===== config.mk =====
export PLATFORM = sky130hd
export DESIGN_NAME = fab_exec
export DESIGN_NICKNAME = d
export VERILOG_FILES = /design/src/rtl/fab_pkg.sv /design/src/rtl/fab_oplatch.sv /design/src/rtl/fab_rotl.sv /design/src/rtl/fab_clmul_seq.sv /design/src/rtl/fab_exec.sv
export SDC_FILE = /design/constraint.sdc
export NUM_CORES = 1
export LEC_CHECK = 0
export CAP_MARGIN = 10
export CORE_UTILIZATION = 60
export DETAILED_ROUTE_END_ITERATION = 8
export PLACE_DENSITY = 0.88
export SLEW_MARGIN = 0
export SYNTH_ARGS = -nofsm -noshare
export SYNTH_HDL_FRONTEND = slang
export SYNTH_SLANG_ARGS = --single-unit

===== constraint.sdc =====
create_clock -name clk -period 3.1 [get_ports clk]
set_clock_uncertainty 0.15 [all_clocks]
set_input_delay 0.62 -clock clk [delete_from_list [all_inputs] [get_ports clk]]
set_output_delay 0.62 -clock clk [all_outputs]
set_load 0.02 [all_outputs]

===== src/rtl/fab_pkg.sv =====
package fab_pkg;

    localparam int FAB_DW = 32;

    typedef enum logic [3:0] {
        OP_LATCH  = 4'h0,
        OP_XOR4   = 4'h1,
        OP_ROTL   = 4'h2,
        OP_MSTART = 4'h3,
        OP_BUBBLE = 4'h4,
        OP_RDLO   = 4'h5,
        OP_RDHI   = 4'h6
    } fab_op_e;

    typedef struct packed {
        logic [3:0] op;
        logic [3:0] dat;
    } fab_imm_t;

    function automatic logic is_data_op(input logic [3:0] code);
        return (code == OP_XOR4) || (code == OP_ROTL) ||
               (code == OP_RDLO) || (code == OP_RDHI);
    endfunction

endpackage


===== src/rtl/fab_oplatch.sv =====
module fab_oplatch #(
    parameter int DW = 32
) (
    input  logic          clk,
    input  logic          rst,
    input  logic          load,
    input  logic [DW-1:0] in_a,
    input  logic [DW-1:0] in_b,
    output logic [DW-1:0] held_a,
    output logic [DW-1:0] held_b
);
    always_ff @(posedge clk) begin
        if (rst) begin
            held_a <= '0;
            held_b <= '0;
        end else if (load) begin
            held_a <= in_a;
            held_b <= in_b;
        end
    end
endmodule


===== src/rtl/fab_rotl.sv =====
module fab_rotl #(
    parameter int DW = 32,
    localparam int SH_W = $clog2(DW)
) (
    input  logic [DW-1:0]   val,
    input  logic [SH_W-1:0] amt,
    output logic [DW-1:0]   rotated
);
    logic [2*DW-1:0] doubled;

    always_comb begin
        doubled = {val, val} << amt;
        rotated = doubled[2*DW-1:DW];
    end
endmodule


===== src/rtl/fab_clmul_seq.sv =====
module fab_clmul_seq #(
    parameter int DW    = 32,
    parameter int STEPS = 4,
    localparam int BPS   = DW / STEPS,
    localparam int CNT_W = $clog2(STEPS + 1)
) (
    input  logic          clk,
    input  logic          rst,
    input  logic          start,
    input  logic [DW-1:0] op_a,
    input  logic [DW-1:0] op_b,
    output logic [2*DW-1:0] product,
    output logic          busy
);
    logic [2*DW-1:0] acc;
    logic [2*DW-1:0] mcand;
    logic [DW-1:0]   mplier;
    logic [CNT_W-1:0] cnt;
    logic [2*DW-1:0] partial;

    always_comb begin
        partial = acc;
        for (int i = 0; i < BPS; i++) begin
            if (mplier[i]) partial = partial ^ (mcand << i);
        end
    end

    always_ff @(posedge clk) begin
        if (rst) begin
            acc     <= '0;
            mcand   <= '0;
            mplier  <= '0;
            cnt     <= '0;
            product <= '0;
        end else if (start) begin
            acc    <= '0;
            mcand  <= {{DW{1'b0}}, op_a};
            mplier <= op_b;
            cnt    <= CNT_W'(STEPS);
        end else if (cnt != '0) begin
            acc    <= partial;
            mcand  <= mcand << BPS;
            mplier <= mplier >> BPS;
            cnt    <= cnt - 1'b1;
            if (cnt == CNT_W'(1)) product <= partial;
        end
    end

    assign busy = (cnt != '0);
endmodule


===== src/rtl/fab_exec.sv =====
module fab_exec
    import fab_pkg::*;
#(
    parameter int DW    = FAB_DW,
    parameter int STEPS = 4,
    localparam int SH_W = $clog2(DW)
) (
    input  logic          clk,
    input  logic          rst,
    input  logic          issue_valid,
    input  logic [DW-1:0] src_a,
    input  logic [DW-1:0] src_b,
    input  logic [7:0]    imm,
    output logic          res_valid,
    output logic [DW-1:0] res_data,
    output logic          mul_busy
);
    fab_imm_t        imm_f;
    fab_op_e         op;
    logic [DW-1:0]   lat_a, lat_b, rot_out, res_next;
    logic [2*DW-1:0] prod;
    logic [SH_W-1:0] rot_amt;
    logic            do_latch, do_mstart;

    assign imm_f     = imm;
    assign op        = fab_op_e'(imm_f.op);
    assign rot_amt   = SH_W'({imm_f.dat, src_b[0]});
    assign do_latch  = issue_valid && (op == OP_LATCH);
    assign do_mstart = issue_valid && (op == OP_MSTART);

    fab_oplatch #(.DW(DW)) u_latch (
        .clk(clk), .rst(rst), .load(do_latch),
        .in_a(src_a), .in_b(src_b),
        .held_a(lat_a), .held_b(lat_b)
    );

    fab_rotl #(.DW(DW)) u_rot (
        .val(src_a), .amt(rot_amt), .rotated(rot_out)
    );

    fab_clmul_seq #(.DW(DW), .STEPS(STEPS)) u_mul (
        .clk(clk), .rst(rst), .start(do_mstart),
        .op_a(src_a), .op_b(src_b),
        .product(prod), .busy(mul_busy)
    );

    always_comb begin
        case (op)
            OP_XOR4: res_next = lat_a ^ lat_b ^ src_a ^ src_b;
            OP_ROTL: res_next = rot_out;
            OP_RDLO: res_next = prod[DW-1:0];
            OP_RDHI: res_next = prod[2*DW-1:DW];
            default: res_next = '0;
        endcase
    end

    always_ff @(posedge clk) begin
        if (rst) begin
            res_valid <= 1'b0;
            res_data  <= '0;
        end else begin
            res_valid <= issue_valid;
            res_data  <= issue_valid ? res_next : '0;
        end
    end
endmodule


# Yosys cells after proc, flatten, opt, wreduce, memory -nomap -nowiden
# Index checks and enable logic that the tools add are counted.
# word_totals
ff_bits	324
inputBits	75
output_inout_bits	34
elab_cells	55
# op_classes
add_sub_neg	1
eq_ne	6
n_shift	1
muxes	15
bitwise	13
reduce_logical	8
# op_table
operator	count
two-way mux 64 bit	8
XOR 64 bit	8
two-way mux 32 bit	4
one-hot mux 32 bit (4 select lines)	1
XOR 32 bit	3
<< shifter 64 x 5 -> 64 bit	1
equality test 4 x 2 -> 1 bit, second input constant	2
equality test 4 x 3 -> 1 bit, second input constant	2
two-way mux 3 bit	2
equality test 4 x 1 -> 1 bit, second input constant	1
logical NOT 4 bit	1
OR reduction 2 bit	2
equality test 3 x 1 -> 1 bit, second input constant	1
AND reduction 3 bit	1
nonzero test 3 bit	1
subtractor 3 x 1 -> 3 bit, second input constant	1
logical AND 1 bit	2
NOT 1 bit	2
nonzero test 2 bit	1

# Depth between registers and ports, before layout
# Gate-level depths: netlist of the first run.
# depth
ltp_word	16
depth_mapped	12

# Hierarchy
# Synthesis of the first run repeated with hierarchy kept, for this count alone.
# unflattened
hier_cells	2603
hier_area_um2	22818.1
# modules_own_cells
mod	instances	cells_per_inst	area_each_um2	seq_area_each_um2
fab_clmul_seq	1	1994	16060.4	4544.4
fab_exec	1	287	2517.4	660.6
fab_oplatch	1	206	2290.9	1281.2
fab_rotl	1	116	1949.4	0.0

# Least setup slack after synthesis of the first run
# No wires, ideal clock.
# synth_path
kind	input to register
start	input port imm[7]
end	register u_mul.product[34]
setup_time_ps	117
arrival_time_ps	2134
t_required_ps	2833
path_slack_ps	699
cell_stages	9
path_buffers	4
cell_sequence	or3b_1 > buf_2 > or2_1 > buf_2 > nand2_4 > nor2_1 > buf_4 > buf_6 > a22o_1
# synth_between
elab_chain_cells	4
# synth_lines
element	line	text
from (decl)	fab_exec.sv:13	input logic [7:0] imm,
equality test 4 x 2 -> 1 bit	fab_exec.sv:29	assign do_mstart = issue_valid && (op == OP_MSTART);
logical AND 1 bit	fab_exec.sv:29	
NOT 1 bit (no source line)	--	
AND reduction 3 bit (no source line)	--	
to (signal assigned)	fab_clmul_seq.sv:45	if (cnt == CNT_W'(1)) product <= partial;
to (decl)	fab_clmul_seq.sv:12	output logic [2*DW-1:0] product,
# Every way passes these cells.
# A chain may end at the register's enable or synchronous reset.

# Worst setup path after layout of the first run
# layout_path
start	register u_mul.cnt[0]
end	output port mul_busy
# layout_between
elab_chain_cells	1
# layout_lines
element	line	text
from (decl)	fab_clmul_seq.sv:18	logic [CNT_W-1:0] cnt;
from (signal assigned)	fab_clmul_seq.sv:39	cnt <= CNT_W'(STEPS);
from (signal assigned)	fab_clmul_seq.sv:44	cnt <= cnt - 1'b1;
nonzero test 3 bit	fab_clmul_seq.sv:49	assign busy = (cnt != '0);
to (decl)	fab_exec.sv:16	output logic mul_busy
# Every way passes these cells.

==> metrics.md, run 1 <==
| Metric | Value |
|---|---|
| Post-CTS setup buffers | `0` |
| Leading cell type in the layout, fill and taps excluded | `nand2_1` |
| Mean number of vias per cell | `6.40` |
| DRC errors left | `0` |
| Worst-Margin Slew | `approximately 0.84 ns` |
| Hold Buf Count CTS | `0` |
| Antenna Nets Post-Route | `0` |
| Mapped Avg Cell Area | `around 8.1 sq um` |
| Critical Path RT | `roughly 2.3 ns` |
| Hold Crit Class | `in -> reg` |
| Fmax | `approximately 0.33 GHz` |
| Die Area | `approximately 38000 sq um` |
| Final Hold Vio Count | `0` |
| Netlist cell types | `51` |
| First-pass GRT wire length | `roughly 110 mm` |
| Area delta synth->final | `13.7%` |
| Max_cap viols | `0` |
| Clock tree sinks | `324` |
| Worst-path clk slew | `~0.060 ns` |
| Die Span Y | `between 150 and 200 um` |
| Die width | `between 150 and 200 um` |
| Status | `complete, no violations` |
| P_leak | `approximately 10 nW` |
| CP Max Fanout | `18` |
| Detailed Place HPWL | `about 50 mm` |
| # setup viols final | `0` |
| Metal-1 WL | `28.1 mm` |
| Row cnt | `70` |
| Final slew viol count | `0` |
| Asr flop ratio synth | `0%` |
| Initial antenna violation count | `2` |
| Share of post-route cells with drive strength above 1 | `about a tenth` |
| RSZ-0062 raised after global routing | `false` |
| Crit path time final | `3.04 ns` |
| CTS tree | `yes` |
| Type of the worst setup path | `reg -> out` |
| PD cells | `around 470 nW/um^2` |
| Number of port buffers | `108` |
| Post-route cell area | `between 20000 and 30000 sq um` |
| Total Routed Length | `about 73 mm` |
| Starting Density | `between 60% and 70%` |
| Worst slew margin | `43.5%` |
| Largest net degree at the start of global routing | `160` |
| Via count | `between 20k and 25k` |
| Synthesized instance count | `2765` |
| Commonest cells after routing, fill and taps aside | `nand2_1, dfxtp_1, xnor2_1` |
| WL/cell | `22.5 um` |
| WP data arrival | `2.27 ns` |
| DR iter-0 viols | `2771` |
| Seq cells post-synth | `~320` |
| Maximum vdd drop | `0.00103 V` |
| Top-area cell type share of the netlist area | `just under 30%` |
| Placed cell areas | `between 20000 and 25000 sq um` |
| Dominant cells by area after synthesis | `dfxtp_1, nand2_1, xnor3_1, xnor2_1, xor2_1` |
| Clk_lat worst skew | `around 0.58 ns` |
| Post-synthesis sequential area ratio | `approximately 29%` |
| Number of global-route vias before repair | `roughly 20k` |
| Mapped Area | `22300 sq um` |
| Syn_nets | `2843` |
| Htree depth | `2` |
| PostCTS Resize Cnt | `1` |
| Prevailing post-synth register cell | `dfxtp_1` |
| Yosys top cell by area | `dfxtp_1` |
| Root Driver | `clkbuf_16` |
| Clk buf depth | `3` |
| Yosys Warn Count | `0` |
| Startpoint types | `register` |
| Total Routing Usage GR | `38.2%` |
| Core box area | `about 37000 sq um` |
| EDFF count, synth | `0` |
| CP Capture Type | `primary output` |
| Total gr overflow | `0` |
| Met3 WL | `about 8.6 mm` |
| Final setup TNS | `0 ns` |
| Met2 wire length | `approximately 33 mm` |
| IO Count | `approximately 110` |
| Total CTS buffers | `38` |
| Routability Congestion | `0.980` |
| Layout Nets | `around 2.8k` |
| Uppermost routed layer | `met5` |
| Length of the first detailed-routing pass in iterations | `5` |
| Tcrit/Tclk final | `around 100%` |
-- power breakdown --
| part | switching (mW) | total (mW) | leakage (nW) | internal [mW] |
|---|---|---|---|---|
| combinational | 2.07 | 2.95 | 7.19 | 0.887 |
| sequential | 0.169 | 4.45 | 2.62 | 4.28 |
| clock | 1.93 | 4.59 | 0.638 | 2.67 |
| total | 4.16 | 12.0 | 10.4 | 7.83 |
-- metrics by stage --
stage               power [mW]  setup WS [ns]  instances  hold WS [ns]  utilization (%)
finish                    12.0         0.0562       3263         0.207             69.2
global route              12.3         0.0159       3263         0.224             69.2
CTS                       11.9         0.0791       3262         0.199             69.2
detailed placement        7.36          0.130       3192         0.306             65.7
global placement          7.32          0.133       3192         0.290             65.7
floorplan                 6.27          0.699       2765         0.282                -
-- cell usage after synthesis (2+ instances only) --
cell,instances
a211oi_1,11
a222oi_1,7
buf_4,12
o2bb2ai_1,4
dfxtp_1,324
xnor3_1,118
clkbuf_1,160
a311oi_1,48
mux2i_1,39
nor2_1,140
nor2b_1,5
or3b_1,6
o211ai_1,9
o221ai_1,12
a22oi_1,43
ha_1,3
o21ai_0,18
mux4_2,14
xnor2_1,225
or3b_2,53
a22o_1,57
mux2_2,28
nor2_4,2
a221oi_1,3
xor2_1,121
buf_6,5
a21oi_1,120
nand2b_1,4
nand3_1,130
or3_1,3
buf_2,54
or2_2,2
o22ai_1,46
a221o_1,3
and2_1,2
inv_1,7
buf_1,29
nand2_1,885
-- worst max-delay path, stage by stage (launching register included) --
cell and delay [ns]:
dfxtp_1 0.34, inv_1 0.08, ha_1 0.23, nor2b_4 0.15, inv_4 0.23, clkdlybuf4s50_1 0.66
-- state kept, by name (all words and copies together) (netlist names), 3 cells and up --
| name | flops |
|---|---|
| u_mul.cnt | 3 |
| u_mul.acc | 64 |
| u_mul.mplier | 32 |
| res_data | 32 |
| u_latch.held_b | 32 |
| u_mul.product | 64 |
| u_latch.held_a | 32 |
| u_mul.mcand | 64 |
-- kinds of logic (layout without fill, tap and decap cells) --
family,count (synthesis),after routing,share of synthesized area [%]
other,0,1,0
DFF,324,324,29.1
muxes,81,81,4.58
buffers and inverters,267,296,5.17
adders and majority gates,3,3,0.169
AOI/OAI and AO/OA,386,386,12.1
and+or+nand+nor,1240,1240,23.4
xor gates and xnor gates,464,464,25.5
-- layer usage --
| metal | track usage [%] | up-vias |
|---|---|---|
| li1 | - | 9260 |
| met1 | 51.6 | 9839 |
| met2 | 59.0 | 1498 |
| met3 | 6.68 | 285 |
| met4 | 19.1 | 2 |
| met5 | 0 | - |
-- final cells by class --
cell class / count / area (sq um)
Clock buffer: 52 / 1090
Tap cell: 468 / 586
Sequential cell: 324 / 6500
Antenna cell: 1 / 2.50
Clock inverter: 18 / 169
Fill cell: 2729 / 11300
Inverter: 7 / 28.8
Multi-Input combinational cell: 2174 / 14700
Timing Repair Buffer: 219 / 2260
-- worst paths after layout --
kind,slack [ns],to,start,cells after the start
setup / recovery,0.06,mul_busy,u_mul.cnt[0]$_SDFFE_PP0P_,5
hold / removal,0.21,u_mul.cnt[2]$_SDFFE_PP0P_,rst,2
setup reg to reg,0.63,u_mul.mplier[15]$_SDFFE_PP0P_,u_mul.cnt[0]$_SDFFE_PP0P_,7
hold reg to reg,0.32,u_latch.held_b[12]$_SDFFE_PP0P_,u_latch.held_b[12]$_SDFFE_PP0P_,2
(Power assumes the default switching activity.)
==> run 2, diff against run 1 <==
--- a/config.mk
+++ b/config.mk
@@ -7,6 +7,7 @@
 export LEC_CHECK = 0
 export CAP_MARGIN = 10
 export CORE_UTILIZATION = 60
+export CTS_BUF_LIST = sky130_fd_sc_hd__clkbuf_4 sky130_fd_sc_hd__clkbuf_8 sky130_fd_sc_hd__clkbuf_16
 export DETAILED_ROUTE_END_ITERATION = 8
 export PLACE_DENSITY = 0.88
 export SLEW_MARGIN = 0
==> run 2 against run 1 <==
Non-clock buffer count unchanged; die area unchanged; register-to-register slack about the same; global-route usage increased by 0.099 points; sequential power about the same; first-iteration DRC count increased by 8.3%; critical path depth unchanged; via count increased by 0.11%; sequential share of layout area about the same; count of clock-buffer cells in the layout unchanged.
==> metrics.md, run 2 (synthesis results as in run 1) <==
| Metric | Value |
|---|---|
| Length of the first detailed-routing pass in iterations | `8` |
| Worst slack at placement | `0.130 ns` |
| Mean number of vias per cell | `between 6 and 7` |
| Root Driver | `clkbuf_16` |
| Largest net degree at the start of global routing | `160` |
| Area delta synth->final | `13.8%` |
| Core box area | `36600 sq um` |
| Hold Buf Count CTS | `0` |
| Final setup TNS | `0 ns` |
| Clock tree sinks | `324` |
| Slowest CP cell | `clkdlybuf4s50_1` |
| Total Routed Length | `~73 mm` |
| P_leak | `between 10 and 15 nW` |
| WP data arrival | `roughly 2.3 ns` |
| PD cells | `around 480 nW/um^2` |
| IO Count | `109` |
| Total gr overflow | `0` |
| Share of post-route cells with drive strength above 1 | `between 10% and 20%` |
| RSZ-0062 raised after global routing | `false` |
| DRC errors left | `0` |
| Worst path max stage delay | `around 0.66 ns` |
| Total Routing Usage GR | `38.3%` |
| Type of the worst setup path | `reg -> out` |
| Biggest regs | `u_mul.acc x64, u_mul.mcand x64, u_mul.product x64` |
| Startpoint types | `register` |
| Post-route cell area | `about 25000 sq um` |
| WL/cell | `around 23 um` |
| Internal power | `~7.9 mW` |
| Crit path cell chain | `inv_1, ha_1, nor2b_4, inv_4, clkdlybuf4s50_1` |
| Worst slew margin | `41.6%` |
| Family with the most delay on the worst path | `buffers and inverters` |
| Final Hold Vio Count | `0` |
| Post-CTS setup buffers | `0` |
| Worst-Margin Slew | `around 0.87 ns` |
| Commonest cells after routing, fill and taps aside | `nand2_1, dfxtp_1, xnor2_1` |
| Status | `complete, no violations` |
| Die width | `between 150 and 200 um` |
| Fmax | `between 0.3 and 0.4 GHz` |
| Setup WS post-layout | `~0.063 ns` |
| Crit path time final | `between 3 and 4 ns` |
| Row cnt | `70` |
| Htree depth | `2` |
| Switching share of power | `between 30% and 40%` |
| Maximum vdd drop | `0.00103 V` |
| Total CTS buffers | `38` |
| Number of port buffers | `approximately 110` |
| Via count | `20.9k` |
| CP Capture Type | `primary output` |
| CP bufs+invs | `3` |
| Critical Path RT | `between 2 and 2.5 ns` |
| Tcrit/Tclk final | `between 90% and 100%` |
| PostCTS Resize Cnt | `1` |
| Final core utilization | `between 60% and 70%` |
| Antenna Nets Post-Route | `0` |
| Final slew viol count | `0` |
| Worst-path clk slew | `0.06 ns` |
| Starting Density | `between 60% and 70%` |
| Max_cap viols | `0` |
| Number of global-route vias before repair | `19.7k` |
| Leading cell type in the layout, fill and taps excluded | `nand2_1` |
| Placed cell areas | `24100 sq um` |
| DR iter-0 viols | `between 3k and 4k` |
| Flop pwr share | `a little under two fifths` |
| Initial antenna violation count | `2` |
| Detailed Place HPWL | `49.1 mm` |
| Routability Congestion | `0.980` |
| CP Max Fanout | `18` |
| Switch Pwr | `just over 4 mW` |
| Hold Crit Class | `in -> reg` |
| First-pass GRT wire length | `113 mm` |
| CTS tree | `yes` |
| # setup viols final | `0` |
| Clk buf depth | `3` |
| Clk_lat worst skew | `between 0.5 and 0.6 ns` |
| Layout Nets | `2842` |
| Clock power share | `38.5%` |
| Die Area | `around 38000 sq um` |
| Die Span Y | `slightly below 200 um` |
| Comb power frac | `about a quarter` |
## run 2: power groups by stage
stage,registers (mW),logic [mW],clock network (mW)
2_1_floorplan,4.42,1.84,0
3_3_place_gp,4.52,2.80,0
3_5_place_dp,4.53,2.84,0
5_1_grt,4.45,3.10,4.81
4_1_cts,4.44,2.86,4.65
6_report,4.45,2.95,4.64
## run 2: final timing paths
| kind | from | endpoint | slack [ns] | depth (start not counted) |
|---|---|---|---|---|
| hold reg to reg | u_mul.mplier[30]$_SDFFE_PP0P_ | u_mul.mplier[30]$_SDFFE_PP0P_ | 0.32 | 2 |
| setup / recovery | u_mul.cnt[0]$_SDFFE_PP0P_ | mul_busy | 0.06 | 5 |
| hold / removal | rst | u_mul.cnt[2]$_SDFFE_PP0P_ | 0.21 | 2 |
| setup reg to reg | u_mul.cnt[0]$_SDFFE_PP0P_ | u_mul.mplier[0]$_SDFFE_PP0P_ | 0.63 | 7 |
## run 2: metal layers
layer / vias to the layer above / GRT usage [%] / share of wire [%]
met5: - / 0 / 0.023
met4: 2 / 19.1 / 5.6
met3: 290 / 6.73 / 12
met2: 1464 / 59.0 / 44
met1: 9893 / 51.9 / 38
li1: 9259 / - / -
## run 2: metrics by stage
step           total power [mW]  cells  hold slack, ns
3_3_place_gp               7.32   3192           0.290
2_1_floorplan              6.27   2765           0.282
3_5_place_dp               7.36   3192           0.306
5_1_grt                    12.4   3263           0.224
6_report                   12.0   3263           0.212
4_1_cts                    12.0   3262           0.199
## run 2: worst register-to-register path: cells and delay by family (launching register included)
family / cells / cell delay (ns)
flip-flops: 1 / 0.34
AND/OR/NAND/NOR: 2 / 0.38
buffers and inverters: 3 / 0.90
adder cells (fa/ha/maj): 1 / 0.23
AO/OA/AOI/OAI: 1 / 0.34
## run 2: area by class of cell
cell class                 count  area, sq um
antenna                        1         2.50
clock buffer                  52         1120
clock inverter                18          169
fill                        2727        11300
inverter                       7         28.8
multi-input combinational   2174        14700
sequential                   324         6500
tap                          468          586
timing repair buffer         219         2260
